## src/rtl/hist_incr_engine.sv

```systemverilog
module hist_incr_engine #(
  parameter int ADDR_W = 32,
  parameter int DATA_W = 32,
  parameter int DEPTH  = 16,
  parameter int LOST_W = 32
) (
  input  logic              clk,
  input  logic              rst_n,
  input  logic              enable,
  input  logic              test_mode,
  input  logic              in_valid,
  input  logic [ADDR_W-1:0] in_addr,
  input  logic              host_pop,
  output logic [ADDR_W-1:0] fifo_head,
  output logic              fifo_empty,
  input  logic              lost_clr,
  output logic [LOST_W-1:0] lost_count,
  output logic              overflow,
  output logic              mem_req,
  output logic              mem_we,
  output logic [ADDR_W-1:0] mem_addr,
  output logic [DATA_W-1:0] mem_wdata,
  input  logic              mem_ack,
  input  logic [DATA_W-1:0] mem_rdata
);
  localparam int PTR_W = (DEPTH > 1) ? $clog2(DEPTH) : 1;
  localparam int CNT_W = PTR_W + 1;
  localparam logic [PTR_W-1:0] LAST_PTR = PTR_W'(DEPTH - 1);
  localparam logic [CNT_W-1:0] FULL_CNT = CNT_W'(DEPTH);

  typedef enum logic [2:0] {S_IDLE, S_RD_REQ, S_RD_WAIT, S_WR_REQ, S_WR_WAIT} state_t;

  state_t            state_q;
  logic [ADDR_W-1:0] slot_q [DEPTH];
  logic [PTR_W-1:0]  wr_ptr_q, rd_ptr_q;
  logic [CNT_W-1:0]  cnt_q;
  logic [DATA_W-1:0] bump_q;

  logic full_w, idle_w, push_w, drop_w, pop_w, start_w;

  assign full_w     = (cnt_q == FULL_CNT);
  assign fifo_empty = (cnt_q == '0);
  assign idle_w     = (state_q == S_IDLE);
  assign push_w     = in_valid & enable & ~full_w;
  assign drop_w     = in_valid & enable & full_w;
  assign start_w    = idle_w & enable & ~test_mode & ~fifo_empty;
  assign pop_w      = ((state_q == S_WR_WAIT) & mem_ack)
                    | (idle_w & test_mode & host_pop & ~fifo_empty);

  assign fifo_head  = slot_q[rd_ptr_q];
  assign mem_addr   = fifo_head;
  assign mem_wdata  = bump_q;
  assign mem_req    = (state_q == S_RD_REQ) | (state_q == S_WR_REQ);
  assign mem_we     = (state_q == S_WR_REQ);

  always_ff @(posedge clk) begin
    if (push_w) slot_q[wr_ptr_q] <= in_addr;
  end

  always_ff @(posedge clk) begin
    if (!rst_n) begin
      wr_ptr_q <= '0;
      rd_ptr_q <= '0;
      cnt_q    <= '0;
    end else begin
      if (push_w) wr_ptr_q <= (wr_ptr_q == LAST_PTR) ? '0 : wr_ptr_q + 1'b1;
      if (pop_w)  rd_ptr_q <= (rd_ptr_q == LAST_PTR) ? '0 : rd_ptr_q + 1'b1;
      case ({push_w, pop_w})
        2'b10:   cnt_q <= cnt_q + 1'b1;
        2'b01:   cnt_q <= cnt_q - 1'b1;
        default: cnt_q <= cnt_q;
      endcase
    end
  end

  always_ff @(posedge clk) begin
    if (!rst_n) begin
      state_q <= S_IDLE;
      bump_q  <= '0;
    end else begin
      case (state_q)
        S_IDLE:    if (start_w) state_q <= S_RD_REQ;
        S_RD_REQ:  state_q <= S_RD_WAIT;
        S_RD_WAIT: if (mem_ack) begin
                     bump_q  <= mem_rdata + 1'b1;
                     state_q <= S_WR_REQ;
                   end
        S_WR_REQ:  state_q <= S_WR_WAIT;
        S_WR_WAIT: if (mem_ack) state_q <= S_IDLE;
        default:   state_q <= S_IDLE;
      endcase
    end
  end

  always_ff @(posedge clk) begin
    if (!rst_n) begin
      lost_count <= '0;
      overflow   <= 1'b0;
    end else if (lost_clr) begin
      lost_count <= '0;
      overflow   <= 1'b0;
    end else if (drop_w) begin
      overflow <= 1'b1;
      if (~&lost_count) lost_count <= lost_count + 1'b1;
    end
  end
endmodule

```

## config.mk

```make
export PLATFORM = sky130hd
export DESIGN_NAME = hist_incr_engine
export DESIGN_NICKNAME = d
export VERILOG_FILES = /design/src/rtl/hist_incr_engine.sv
export SDC_FILE = /design/constraint.sdc
export NUM_CORES = 1
export LEC_CHECK = 0
export ABC_AREA = 1
export BUFFER_PORTS_ARGS = -buffer_cell sky130_fd_sc_hd__buf_2
export CORE_MARGIN = 2
export CORE_UTILIZATION = 60
export CTS_CLUSTER_DIAMETER = 200
export DETAILED_ROUTE_END_ITERATION = 6
export PLACE_DENSITY_LB_ADDON = 0.08
export SETUP_SLACK_MARGIN = 0.3
export SKIP_LAST_GASP = 1
export SYNTH_ARGS = -nofsm -noshare
export SYNTH_HDL_FRONTEND = slang
export SYNTH_SLANG_ARGS = --single-unit
```

## constraint.sdc

```tcl
create_clock -name clk -period 12.49 [get_ports clk]
set_clock_uncertainty 0.05 [all_clocks]
set_input_delay 3.747 -clock clk [delete_from_list [all_inputs] [get_ports clk]]
set_output_delay 3.747 -clock clk [all_outputs]
set_load 0.02 [all_outputs]
```

== Yosys cells after proc, flatten, opt, wreduce, memory -nomap -nowiden ==
Memories as Yosys holds them, arrays and structs flattened. A register that Yosys moved wholly into a read port is not among the register bits.
Cells that the tools add are included.
Storage, ports and cells
  register bits after elaboration: 81
  bits in writable memories: 512
  word-level logic and storage cells: 62
  bits of input ports: 72
  memories kept: 1
Memory list
  slot_q: words 16, bits a word 32, rd ports 1, clocked after Yosys merged registers in 1, wr ports 1, RTL line 34  | logic [ADDR_W-1:0] slot_q [DEPTH];
Cells by class
  reduce and logical (&&, ||, !) cells: 8
  eq/ne operators: 12
  muxes and demuxes: 11
  add/sub/neg operators: 6
  bitwise logic cells: 17
Operator list (number)
  adder 32 x 1 -> 32 bit (second input constant): 2
  AND reduction 32 bit: 1
  2-to-1 mux 4 bit: 4
  case mux 3 bit (5 select lines): 1
  bitwise AND 1 bit: 10
  case mux 5 bit (2 select lines): 1
  2-to-1 mux 3 bit: 3
  adder 4 x 1 -> 4 bit (second input constant): 2
  == test 4 bit (second input constant): 2
  == test 3 x 2 -> 1 bit (second input constant): 2
  adder 5 x 1 -> 5 bit (second input constant): 1
  == test 5 bit (second input constant): 1
  zero test 5 bit: 1
  NOT 1 bit: 5
  subtractor 5 x 1 -> 5 bit (second input constant): 1
  inequality test 2 bit (second input constant): 2
  AND reduction 2 bit: 2
  == test 3 x 1 -> 1 bit (second input constant): 1
  == test 3 bit (second input constant): 1
  zero test 3 bit: 1
  AND reduction 3 bit: 1
  == test 2 x 1 -> 1 bit (second input constant): 1
  == test 2 bit (second input constant): 1
  2-to-1 mux 1 bit: 2
  other kinds (4): 5

== Logic depth before layout (Yosys ltp) ==
Gate-level depths: netlist of run 1.
  depth after elaboration: 7
  mapped depth: 16

== Worst setup path after synthesis of run 1 ==
Ideal clock, no wire load.
  path type: input-to-reg
  start point: in in_valid
  end point: mem slot_q[7][0] (enable)
  arrival: 6262 ps
  library setup time: 461 ps
  slack: 5717 ps
  cell stages on the path: 4
  buffers on the path: 0
  cell sequence: nand2_1 inv_1 nand2_1 nor3_1
Between the ends
  cells in the longest elaborated chain, start to end: 4
Ends and longest elaborated chain
  from (decl): RTL line 11  | input logic in_valid,
  bitwise AND 1 bit (2 in series): RTL line 44  | assign push_w = in_valid & enable & ~full_w;
  2-to-1 mux 1 bit: RTL line 57  | if (push_w) slot_q[wr_ptr_q] <= in_addr;
  2-to-1 mux 1 bit (implied by the code): RTL line 57
  to (decl): RTL line 34
No other way between the ends.

==> impl_results.md, run 1 <==
- Layout cell share with drive strength beyond 1: between 10 and 15%
- Violation count after the first detailed-routing iteration: 1670
- Largest buffer count on any clock path: 3
- Area of the multi-input gates: approximately 7400 µm²
- Most frequent cell after synthesis: nor2_1
- DP Wirelength: 31700 µm
- Cell area after placement: 26700 µm²
- Core Box Area: approximately 42000 µm²
- Combined global-route utilization of all metal layers: 27.0%
- Width of the die: about 210 µm
- Max-Cap Viols: 0
- Vias post-DR: 17849
- Filler cells: 3113
- Fraction of post-synthesis cell area in the top cell type by area: 60.3%
- Main flop type after synthesis: edfxtp_1
- Adder-cell share of the synthesized area: less than 1%
- First-pass DRT Iterations: 5
- Largest area contributor in the netlist: edfxtp_1
- Count of buffers added by post-CTS timing repair for setup: 0
- Initial antenna violation count: 5
- FF/Latch Area: ~17000 µm²
- Number of buffers added on ports: a little over 200
- Max-Slew Margin vs Limit: a little under a quarter
- Number of pins with negative max-slew slack in the final report: 0
- Number of synthesized register bits: around 600
- Weighted congestion at the end of routability-driven global placement: around 0.87
- Post-synthesis xor/xnor area fraction: between 1 and 1.5%
- Crit path required time: 8690 ps
- Cts bufs inserted: 60
- Maximum number of pins on one net before global-route repair: around 160
- Endpoint of the most critical register-to-register path: slot_q[15][13]$_DFFE_PP_
- Category of the worst setup path capture point: output pin
- Worst hold path type: reg2reg
- EDFF count, synth: roughly 510
- Post-synthesis sequential area ratio: around two thirds
- Effective utilization at floorplan: roughly three fifths
- Clock-pin transition on the worst setup and hold timing paths: ~60 ps
- Run status: completed
- Delay contributed by the slowest stage of the critical path: approximately 950 ps
- Drt drc: 0
- Fmax achieved: 129 MHz
- Count of mapped cells out of synthesis: between 2000 and 2500
- Power density normalized to cell area: approximately 160 nW/µm²
- Share of the cycle needed by the critical path after routing: approximately three fifths
- Critical path fanouts, max: between 150 and 200
- Overall routed net length: 59500 µm
- CTS tree: yes
- First-pass GRT wire length: 91700 µm
- Cell type group with the largest total delay on the critical path: buffers and inverters
- Largest family of logic cells by synthesized area: simple AND/OR/NAND/NOR gates
- Crit path buffers/inverters: 3
- Max stage delay cell, worst path: buf_4
- Residual antenna-violating net count after detailed routing: 0
- Total of cells resized after clock tree synthesis: 0
- WHS Path Cells: 2
- Final min period: a little under 8000 ps
- Critical path class: reg2out
- Mean instance size in the synthesized netlist: around 11 µm²
- Startpoint of the worst register-to-register path: cnt_q[2]$_SDFFE_PN0P_
- Unique masters post-synth: 39
- Top-Level Pins: a little over 200
- Simple-Gate Fraction of Synth Area: around 15%
- Post-synthesis to final-layout area growth: 12.1%
- Clock root cell: clkbuf_16
- Count of endpoints failing setup in the final report: 0
- Crit path DAT: 3940 ps
- Vias per cell: 5.80
- Final net count: about 2600
- Full die area: around 44000 µm²
- WP depth: 9
- Cell-by-cell listing of the critical path: inv_8, buf_4, nor2_1, nor2_1, o21ai_0, o211ai_1, o211ai_1, nand2_1, buf_2
- Worst min-delay path startpoint: overflow$_SDFFE_PP0P_
- Clk_lat worst skew: 630 ps
- Setup slack, reg-to-reg: about 9900 ps
- Total number of H-tree levels: 2
- Compound-cell area share of the yosys netlist: 11.8%
- Number of cell instances on the worst register-to-register path: 6
- Ys async rst share: 0%
- Mapped Area: between 20000 and 30000 µm²
- Total negative slack: 0 ps
- Number of buffers added to fix hold violations after cts: 0
- Number of nets produced by synthesis: approximately 2400
- RSZ-0062 raised after global routing: false
- Leading cell types by total area after synthesis: edfxtp_1, nor2_1, dfxtp_1
- Site Rows: 75
- Actual slew at the worst max-slew pin: around 1100 ps
- Routed wire per std cell: around 19 µm
- Critical Path Start Type: flop
- Worst voltage drop across the vdd grid: between 100 and 150 µV
- Number of clock sinks seen by CTS: 597
- Number of warnings printed during yosys synthesis: 0
- Portion of netlist area occupied by mux cells: 0%
- Cell area after layout: 28600 µm²
- Total congestion overflow: 0
- Die height: 210 µm
- Via count of the first global-routing pass: 16698
- End point of the worst hold path: overflow$_SDFFE_PP0P_
- Post-synth top cells: nor2_1, edfxtp_1, nand2_1
- Leak Pwr: between 10 and 15 nW
- Number of hold-slack violations in the final timing report: 0
## layout make-up
cell class	instances	area share (%)
antenna	1	0.00875
clock buffer	72	5.51
clock inverter	41	1.05
inverter	95	1.28
multi-input combinational	1505	25.9
sequential	597	59.7
tap	539	2.36
timing repair buffer	227	4.18
## routing by layer
metal	GRT usage (%)	part of all wire, %
met1	37.3	43
met2	44.5	48
met3	3.81	6.2
met4	9.00	2.8
met5	0	0.084
## stage by stage
step                      utilization (%)  setup slack (ps)  hold slack, ps  std cells  power [mW]
after CTS                            68.2              4750             424       3076        4.67
after floorplan                         -              5720             417       2350        2.80
final                                68.2              4750             417       3077        4.64
after detailed placement             63.7              5450             410       2963        2.97
after global placement               63.7              5460             399       2963        2.96
after global routing                 68.2              4430             472       3077        4.83
## sequential cells by signal, summed over array words and instances (netlist names), named ones only
register    count
slot_q        512
lost_count     32
mem_wdata      32
cnt_q           5
rd_ptr_q        4
wr_ptr_q        4
state_q         3
overflow        1
## cells by family (layout without fill, tap and decap cells)
| logic type | count (synthesis) | count (layout) |
|---|---|---|
| AOI/OAI and AO/OA | 511 | 511 |
| xor gates and xnor gates | 33 | 33 |
| adders and majority gates | 11 | 11 |
| buffers and inverters | 248 | 435 |
| DFF | 597 | 597 |
| other | 0 | 1 |
| and+or+nand+nor | 950 | 950 |
## cells in the final DEF (no fill, tap or decap), types with 2 or more instances in the layout
| cell type | count |
|---|---|
| a21oi_1 | 29 |
| a21oi_2 | 20 |
| and3_1 | 2 |
| buf_2 | 203 |
| buf_4 | 24 |
| bufinv_16 | 3 |
| clkbuf_1 | 10 |
| clkbuf_16 | 61 |
| clkinv_1 | 17 |
| clkinv_2 | 19 |
| dfxtp_1 | 81 |
| dfxtp_4 | 3 |
| edfxtp_1 | 512 |
| ha_1 | 11 |
| inv_1 | 86 |
| inv_16 | 2 |
| inv_2 | 4 |
| nand2_1 | 298 |
| nand2_2 | 3 |
| nand2_4 | 2 |
| nand3_1 | 92 |
| nand3b_1 | 6 |
| nand4_1 | 7 |
| nor2_1 | 499 |
| nor2_2 | 6 |
| nor2_4 | 19 |
| nor3_1 | 11 |
| o211ai_1 | 129 |
| o21a_1 | 12 |
| o21ai_0 | 287 |
| o21ai_1 | 22 |
| o21bai_1 | 10 |
| xnor2_1 | 14 |
| xor2_1 | 19 |
## power by group
| group | total [mW] | switching (mW) | internal, mW |
|---|---|---|---|
| Clock | 1.71 | 0.743 | 0.963 |
| Sequential | 2.24 | 0.0370 | 2.20 |
| Combinational | 0.692 | 0.487 | 0.205 |
## worst reg2reg max path: cells and delay by family, from the launching register on
| family | cells | cell delay, ps |
|---|---|---|
| AND/OR/NAND/NOR | 5 | 930 |
| flip-flops | 1 | 390 |
| buffers and inverters | 1 | 860 |
## worst max path at each step
stage	from	end	slack (ps)
2_1_floorplan	in_valid	slot_q[7][0]$_DFFE_PP_	5720
3_3_place_gp	flop	mem_addr[3]	5460
3_5_place_dp	flop	fifo_head[3]	5450
4_1_cts	flop	fifo_head[3]	4750
5_1_grt	flop	mem_addr[29]	4430
6_report	flop	mem_addr[3]	4750
Power figures use the tool's default switching activity.
==> run 2: changes to the inputs <==
- clock period: 12.49 -> 8.1 ns (I/O delays scaled with it)
==> run 2 against run 1 <==
  * Non-clock buffer count up 1
  * Via count down 1.1%
  * Utilization up 0.35 points
  * Sequential power up 55%
  * Power up 58%
  * Clock-buffer cell count down 1
  * Largest cell class unchanged
==> impl_results.md, run 2 (same netlist as run 1, synthesis figures left out) <==
- Share of the cycle needed by the critical path after routing: between 70% and 80%
- Clock root cell: clkbuf_16
- Total congestion overflow: 0 (unchanged)
- Number of instances in the placed design: 2964 (+0.034%)
- Total negative slack: 0 ps (unchanged)
- First-pass DRT Iterations: 5 (unchanged)
- Max-Cap Viols: 0 (unchanged)
- Crit path required time: 5620 ps (-3070 ps)
- Total of cells resized after clock tree synthesis: 0 (unchanged)
- Clk_lat worst skew: 620 ps (about the same)
- Via count of the first global-routing pass: 16645 (-0.32%)
- Combined global-route utilization of all metal layers: 27.2% (+0.20 points)
- Run status: completed
- WP depth: 9 (unchanged)
- Critical path class: reg2out
- Worst hold path type: reg2reg
- Largest buffer count on any clock path: 3 (unchanged)
- Register with the highest flop count: slot_q
- Maximum number of pins on one net before global-route repair: 145 (-9.9%)
- Routed wire per std cell: 19.5 µm (+0.81%)
- CTS tree: yes
- Max-Slew Margin vs Limit: 25.8% (+2.1 points)
- Overall routed net length: 60000 µm (+0.81%)
- Cell-by-cell listing of the critical path: inv_8, buf_4, nor2_1, nor2_1, o21ai_0, o211ai_1, nand3_1, nand2_1, buf_2
- Initial antenna violation count: 1 (-4)
- Delay contributed by the slowest stage of the critical path: 720 ps (-230 ps)
- Violation count after the first detailed-routing iteration: 1609 (-3.7%)
- Layout cell share with drive strength beyond 1: 14.9% (-0.12 points)
- Final net count: 2569 (unchanged)
- Most common library cell in the layout ignoring fill and taps: edfxtp_1
- Cts bufs inserted: 59 (-1.7%)
- Critical Path Start Type: flop
- Final min period: between 6000 and 7000 ps
- Post-synthesis to final-layout area growth: 12.7%
- Full die area: 44200 µm² (unchanged)
- Number of buffers added to fix hold violations after cts: 0 (unchanged)
- Vias post-DR: 17646 (-1.1%)
- Leak Pwr: 10.0 nW (+0.44%)
- Residual antenna-violating net count after detailed routing: 0 (unchanged)
- Effective utilization at floorplan: 60.8% (unchanged)
- Crit path DAT: 3550 ps (-390 ps)
- Category of the worst setup path capture point: output pin
- Die height: 210 µm (unchanged)
- Power density normalized to cell area: 255 nW/µm² (+57%)
- Site Rows: 75 (unchanged)
- Count of endpoints failing setup in the final report: 0 (unchanged)
- Library cell appearing most often on the critical path: nor2_1
- Number of buffers added on ports: 203 (unchanged)
- Vias per cell: 5.73 (-1.1%)
- Crit path buffers/inverters: 3 (unchanged)
- Weighted congestion at the end of routability-driven global placement: 0.892 (+2.0%)
- Total number of H-tree levels: 2 (unchanged)
- Drt drc: 0 (unchanged)
- Width of the die: 210 µm (unchanged)
- Fmax achieved: 166 MHz
- WHS Path Cells: 2 (unchanged)
- Layout Cells excl Fill: 3077 (unchanged)
- Critical path fanouts, max: 144 (-10%)
- Clock-pin transition on the worst setup and hold timing paths: 60 ps (about the same)
- Number of cell instances on the worst register-to-register path: 7 (+1)
- First-pass GRT wire length: 92600 µm (+0.98%)
- Leading cell types in the layout, fill and taps excluded: edfxtp_1, nor2_1, nand2_1
- DP Wirelength: 32400 µm (+2.4%)
- Cell type group with the largest total delay on the critical path: buffers and inverters
- RSZ-0062 raised after global routing: false
- Max stage delay cell, worst path: inv_8
- Top-Level Pins: 204 (unchanged)
- Worst voltage drop across the vdd grid: 208 µV (+77%)
- Number of pins with negative max-slew slack in the final report: 0 (unchanged)
- Actual slew at the worst max-slew pin: 1110 ps (-35.9 ps)
- Count of buffers added by post-CTS timing repair for setup: 0 (unchanged)
- Max reg flops: 512 (unchanged)
- Number of hold-slack violations in the final timing report: 0 (unchanged)
- Number of clock sinks seen by CTS: 597 (unchanged)
- Core Box Area: 41900 µm² (unchanged)
## run 2: changes by cell type in the layout (fill, tap and decap cells not counted), sizes merged
cell and delta:
clkinv -7, buf +1, clkinvlp +1, inv -1
clkbuf -1, bufinv +7
## run 2: through the flow
stage	setup WS [ps]	power, mW	util (%)	instance area (µm²)	hold slack, ps
CTS	1970	7.39	68.6	28800	433
detailed placement	2680	4.59	63.8	26800	419
global placement	2700	4.56	63.8	26800	401
global route	1700	7.61	68.6	28800	466
finish	2070	7.34	68.6	28800	422
floorplan	2640	4.32	-	25500	417
## run 2: final timing paths
path / slack [ps] / end / from
setup reg to reg: 5270 / slot_q[14][11]$_DFFE_PP_ / cnt_q[0]$_SDFFE_PN0P_
hold / removal: 420 / overflow$_SDFFE_PP0P_ / overflow$_SDFFE_PP0P_
setup / recovery: 2070 / mem_addr[2] / flop
hold reg to reg: 420 / overflow$_SDFFE_PP0P_ / overflow$_SDFFE_PP0P_
## run 2: cell type report
| type | instances | area [µm²] |
|---|---|---|
| Sequential cell | 597 | 17100 |
| Fill cell | 3130 | 13200 |
| Multi-Input combinational cell | 1505 | 7410 |
| Clock buffer | 71 | 1540 |
| Timing Repair Buffer | 228 | 1220 |
| Tap cell | 539 | 674 |
| Clock inverter | 41 | 463 |
| Inverter | 95 | 367 |
| Antenna cell | 1 | 2.50 |
## run 2: worst min-delay path: stages, from the launching register on
cell	delay, ps
dfxtp_1	320
nor2_1	40
nor2_1	70
## run 2: power by group
group	total [mW]	internal (mW)	switching [mW]
Combinational	1.05	0.316	0.738
Sequential	3.47	3.40	0.0710
Clock	2.82	1.67	1.14
## run 2: metal layers
metal / global-route usage [%] / wire (µm) / vias up
li1: - / - / 8494
met1: 37.7 / 25800 / 8514
met2: 45.6 / 29200 / 546
met3: 4.01 / 3830 / 90
met4: 6.77 / 1190 / 2
met5: 0 / 11 / -
